### src/rtl/asd_pkg.sv
package asd_pkg;
  typedef enum logic {
    ST_IDLE = 1'b0,
    ST_CAPT = 1'b1
  } asd_state_e;
endpackage

### src/rtl/asd_ctrl.sv
module asd_ctrl
  import asd_pkg::*;
#(
  parameter int SAMPLE_W = 16
) (
  input  logic clk_i,
  input  logic rst_ni,
  input  logic start_i,
  input  logic bit_en_i,
  output logic shift_en_o,
  output logic last_o
);
  localparam int CNT_W = $clog2(SAMPLE_W);
  localparam logic [CNT_W-1:0] LAST_IDX = CNT_W'(SAMPLE_W - 1);

  asd_state_e       state_q;
  logic [CNT_W-1:0] cnt_q;

  always_ff @(posedge clk_i or negedge rst_ni) begin
    if (!rst_ni) begin
      state_q <= ST_IDLE;
      cnt_q   <= '0;
    end else if (bit_en_i) begin
      if (start_i) begin
        // sync slot: arm or re-arm, slot data is not part of the sample
        state_q <= ST_CAPT;
        cnt_q   <= '0;
      end else if (state_q == ST_CAPT) begin
        if (cnt_q == LAST_IDX) begin
          state_q <= ST_IDLE;
          cnt_q   <= '0;
        end else begin
          cnt_q <= cnt_q + 1'b1;
        end
      end
    end
  end

  always_comb begin
    shift_en_o = bit_en_i && !start_i && (state_q == ST_CAPT);
    last_o     = shift_en_o && (cnt_q == LAST_IDX);
  end
endmodule

### src/rtl/asd_shift.sv
module asd_shift #(
  parameter int SAMPLE_W  = 16,
  parameter bit MSB_FIRST = 1'b1
) (
  input  logic                clk_i,
  input  logic                rst_ni,
  input  logic                shift_en_i,
  input  logic                last_i,
  input  logic                dat_i,
  output logic [SAMPLE_W-1:0] word_o,
  output logic                valid_o
);
  localparam int HIST_W = SAMPLE_W - 1;

  // only the bits before the final one need storing
  logic [HIST_W-1:0]   hist_q, hist_d;
  logic [SAMPLE_W-1:0] full_word;

  generate
    if (MSB_FIRST) begin : g_msb
      assign hist_d    = {hist_q[HIST_W-2:0], dat_i};
      assign full_word = {hist_q, dat_i};
    end else begin : g_lsb
      assign hist_d    = {dat_i, hist_q[HIST_W-1:1]};
      assign full_word = {dat_i, hist_q};
    end
  endgenerate

  always_ff @(posedge clk_i or negedge rst_ni) begin
    if (!rst_ni) begin
      hist_q  <= '0;
      word_o  <= '0;
      valid_o <= 1'b0;
    end else begin
      valid_o <= last_i;
      if (shift_en_i) hist_q <= hist_d;
      if (last_i)     word_o <= full_word;
    end
  end
endmodule

### src/rtl/audio_sample_deser.sv
module audio_sample_deser #(
  parameter int SAMPLE_W  = 16,
  parameter bit MSB_FIRST = 1'b1
) (
  input  logic                clk_i,
  input  logic                rst_ni,
  input  logic                frame_start_i,
  input  logic                bit_en_i,
  input  logic                ser_dat_i,
  output logic [SAMPLE_W-1:0] sample_o,
  output logic                valid_o
);
  logic shift_en;
  logic last_bit;

  asd_ctrl #(.SAMPLE_W(SAMPLE_W)) u_ctrl (
    .clk_i      (clk_i),
    .rst_ni     (rst_ni),
    .start_i    (frame_start_i),
    .bit_en_i   (bit_en_i),
    .shift_en_o (shift_en),
    .last_o     (last_bit)
  );

  asd_shift #(.SAMPLE_W(SAMPLE_W), .MSB_FIRST(MSB_FIRST)) u_shift (
    .clk_i      (clk_i),
    .rst_ni     (rst_ni),
    .shift_en_i (shift_en),
    .last_i     (last_bit),
    .dat_i      (ser_dat_i),
    .word_o     (sample_o),
    .valid_o    (valid_o)
  );
endmodule

### config.mk
export PLATFORM = sky130hd
export DESIGN_NAME = audio_sample_deser
export DESIGN_NICKNAME = d
export VERILOG_FILES = /design/src/rtl/asd_pkg.sv /design/src/rtl/asd_ctrl.sv /design/src/rtl/asd_shift.sv /design/src/rtl/audio_sample_deser.sv
export SDC_FILE = /design/constraint.sdc
export NUM_CORES = 1
export LEC_CHECK = 0
export ABC_CLOCK_PERIOD_IN_PS = 2600
export BUFFER_PORTS_ARGS = -buffer_cell sky130_fd_sc_hd__buf_2
export CAP_MARGIN = 20
export CORE_MARGIN = 2
export CORE_UTILIZATION = 59
export DETAILED_ROUTE_END_ITERATION = 10
export HOLD_SLACK_MARGIN = 0.03
export PLACE_DENSITY = 0.82
export SYNTH_ARGS = -nofsm -noshare
export SYNTH_HDL_FRONTEND = slang
export SYNTH_SLANG_ARGS = --single-unit
### constraint.sdc
create_clock -name clk_i -period 2.6 [get_ports clk_i]
set_clock_uncertainty 0.2 [all_clocks]
set_input_delay 0 -clock clk_i [delete_from_list [all_inputs] [get_ports clk_i]]
set_output_delay 0 -clock clk_i [all_outputs]
set_load 0.01 [all_outputs]
==> load_flow_metrics.sql <==
INSERT INTO impl_metrics (metric_group, metric, value, unit) VALUES
('run_status', 'status', 'completed', ''),
('route', 'overall_routed_net_length', '2651', 'um'),
('timing', 'rsz0062_at_grt', 'no', ''),
('route', 'route.detailed.drc', '0', ''),
('power_and_ir_drop', 'power_density', '610.8', 'nW/um2'),
('timing', 'max_clock_freq', '470.3', 'MHz'),
('timing', 'finalCriticalPeriod', '2.126', 'ns'),
('synth', 'yosys-top-cells-count', 'sky130_fd_sc_hd__nand2_1, sky130_fd_sc_hd__dfrtp_1, sky130_fd_sc_hd__mux2_4', ''),
('clock_network', 'tritoncts_num_sinks', '37', ''),
('grt', 'grt_overflow', '0', ''),
('clock_network', 'clk_latency', '0.34', 'ns'),
('synth', 'mappedNetlistNets', '131', ''),
('clock_network', 'post-cts-setup-buffers', '0', ''),
('synth', 'synth_warnings', '0', ''),
('placement', 'gp_congestion', '0.7796', ''),
('synth', 'yosys.area.top_type', 'sky130_fd_sc_hd__dfrtp_1', ''),
('route', 'vias', '989', ''),
('clock_network', 'clock-root-buffer', 'sky130_fd_sc_hd__clkbuf_4', ''),
('grt', 'maximum_number_of_pins_on_one_net_before_global_route_repair', '38', ''),
('floorplan', 'core_area', '2455', 'um2'),
('synth', 'synth.most_common_cell', 'sky130_fd_sc_hd__nand2_1', ''),
('synth', 'synth_top_cell_area_share', '61.21', '%'),
('cells_and_area', 'area_growth_syn_to_layout', '15.72', '%'),
('worst_setup_path', 'worstSetupEndpointType', 'register', ''),
('grt', 'initial_antenna_violation_count', '0', ''),
('synth', 'synthTopCellsByArea', 'sky130_fd_sc_hd__dfrtp_1, sky130_fd_sc_hd__nand2_1, sky130_fd_sc_hd__mux2_4, sky130_fd_sc_hd__mux2_1, sky130_fd_sc_hd__nand3b_4', ''),
('grt', 'grt_pass1_wl', '4491', 'um'),
('power_and_ir_drop', 'p_clk_share', '28.6', '%'),
('timing', 'final_max_slew_viol_count', '0', ''),
('worst_setup_path', 'timing.critical_path.arrival', '2.21', 'ns'),
('placement', 'detailedPlacementHpwl', '1668', 'um'),
('synth', 'syn-instance-count', '125', ''),
('cells_and_area', 'antennaDiodeCount', '0', ''),
('grt', 'grt_usage', '22.54', '%'),
('power_and_ir_drop', 'cellInternalPower', '793.3', 'uW'),
('power_and_ir_drop', 'vdd_ir_drop_max', '0.4693', 'mV'),
('route', 'routed_wire_length_per_instance', '14.25', 'um'),
('worst_setup_path', 'timing.setup.critical_path_class', 'reg2reg', ''),
('power_and_ir_drop', 'pwr-share-comb', '8.6', '%'),
('synth', 'synth_enable_flop_cells', '0', ''),
('power_and_ir_drop', 'leakage_power_summed_over_all_cells', '0.0009891', 'uW'),
('timing', 'setup_total_negative_slack', '0', 'ns'),
('timing', 'final-hold-violation-count', '0', ''),
('route', 'drt-vias-per-instance', '5.317', ''),
('cells_and_area', 'drive_gt1_share', '26.28', '%'),
('cells_and_area', 'design.final.nets', '162', ''),
('floorplan', 'rows', '18', ''),
('cells_and_area', 'postLayoutCoreUtil', '71.30', '%'),
('floorplan', 'die_area', '2985', 'um2'),
('timing', 'worstMarginPinSlew', '0.7891', 'ns'),
('synth', 'synthesis.area', '1513', 'um2'),
('power_and_ir_drop', 'fin_total_pwr', '1069', 'uW'),
('route', 'antenna_violating_nets_post_route', '0', ''),
('synth', 'yosys.cell_types.count', '23', ''),
('power_and_ir_drop', 'share_seq_of_total_power', '62.7', '%'),
('hold_path', 'min_path_type', 'in2async', ''),
('route', 'dr.pass1.iters', '4', ''),
('floorplan', 'die_width', '54.64', 'um'),
('synth', 'synth-seq-cells', '37', ''),
('synth', 'proportion_of_synthesized_flip_flops_having_asynchronous_set_or_reset', '100.0', '%'),
('clock_network', 'cts_resized', '0', ''),
('synth', 'sequential_to_total_area_share_from_yosys_stat', '61.21', '%'),
('worst_setup_path', 'worstPathMaxFanout', '17', ''),
('clock_network', 'tritoncts', 'yes', ''),
('placement', 'numPortBuffers', '21', ''),
('synth', 'yosys_most_used_dff', 'sky130_fd_sc_hd__dfrtp_1', ''),
('cells_and_area', 'n_fill_cell', '178', ''),
('floorplan', 'floorplan.io_pins', '22', ''),
('cells_and_area', 'final_cell_area', '1750', 'um2'),
('power_and_ir_drop', 'total_switching_power', '276.0', 'uW'),
('job', 'max_cap_viol_count', '0', '');
path summary, 6_finish.rpt:
path | from | to | slack [ns] | cells past startpoint
worst max-delay path | u_ctrl.cnt_q[0] | u_shift.valid_o | 0.47 | 4
worst min-delay path | rst_ni | u_shift.word_o[11] | 0.08 | 2
worst max register to register | u_ctrl.cnt_q[0] | u_shift.valid_o | 0.47 | 4
worst min register to register | u_shift.word_o[13] | u_shift.word_o[13] | 0.30 | 1
max in group asynchronous | rst_ni | u_shift.word_o[9] | 1.63 | 2
min in group clk_i | ser_dat_i | u_shift.word_o[0] | 0.22 | 3
timing repair:
action | CTS | global route
hold buffers | 7 | 0
endpoints found under the hold margin | 59 | 0
endpoints found under the setup margin | 0 | 0
layer usage:
layer,vias up,share of wire [%],track usage (%)
met2,19,48,35.12
met3,4,4.7,8.197
li1,478,-,-
met1,488,45,28.75
met4,0,1.3,8.333
met5,-,0,0
logic make-up after synthesis:
logic type	count (synthesis)	share of synthesized area [%]
adders and majority gates	1	0.8270
buffers and inverters	5	2.232
AOI/OAI and AO/OA	7	3.060
and+or+nand+nor	59	18.53
muxes	16	14.14
DFF	37	61.21
worst max-delay path, stage by stage, from the launching register on:
cell and delay [ns]:
sky130_fd_sc_hd__dfrtp_1 0.42, sky130_fd_sc_hd__ha_1 0.26, sky130_fd_sc_hd__nand3_2 0.17, sky130_fd_sc_hd__nor2_8 0.36, sky130_fd_sc_hd__dlygate4sd3_1 0.64
registers in the layout, summed over array words and instances (netlist names):
register,cells
u_shift.hist_q,15
u_shift.word_o,16
u_shift.valid_o,1
u_ctrl.cnt_q,4
u_ctrl.state_q,1
cells in the final DEF, fill, tap and decap left out, types with 2 or more instances in the layout:
cell type / instances
sky130_fd_sc_hd__nand2_1: 50
sky130_fd_sc_hd__dfrtp_1: 37
sky130_fd_sc_hd__buf_2: 21
sky130_fd_sc_hd__mux2_4: 9
sky130_fd_sc_hd__mux2_1: 7
sky130_fd_sc_hd__dlygate4sd3_1: 7
sky130_fd_sc_hd__clkbuf_4: 5
sky130_fd_sc_hd__o21ai_1: 2
layout make-up:
| class | instances | area, um2 | share of cell area [%] |
|---|---|---|---|
| clock buffer | 7 | 55.05 | 3.145 |
| tap | 30 | 37.54 | 2.144 |
| sequential | 37 | 925.9 | 52.89 |
| inverter | 1 | 3.754 | 0.2144 |
| multi-input combinational | 83 | 553.0 | 31.59 |
| timing repair buffer | 28 | 175.2 | 10.01 |
metrics by stage:
| stage | setup WS, ns | instances | hold slack (ns) |
|---|---|---|---|
| 2_1_floorplan | 0.8749 | 125 | -0.4956 |
| 3_3_place_gp | 0.8124 | 172 | -0.09319 |
| 3_5_place_dp | 0.7285 | 172 | -0.07431 |
| 4_1_cts | 0.4735 | 186 | 0.09645 |
| 5_1_grt | 0.3833 | 186 | 0.1506 |
| 6_report | 0.4738 | 186 | 0.07574 |
power by group through the flow:
stage | Sequential (uW) | Clock, uW | Combinational [uW]
5_1_grt | 679 | 342 | 110
3_3_place_gp | 676 | 0 | 78.8
3_5_place_dp | 681 | 0 | 83.9
4_1_cts | 670 | 315 | 93.8
6_report | 671 | 306 | 92.5
2_1_floorplan | 669 | 0 | 59.2
(Power assumes the default switching activity.)
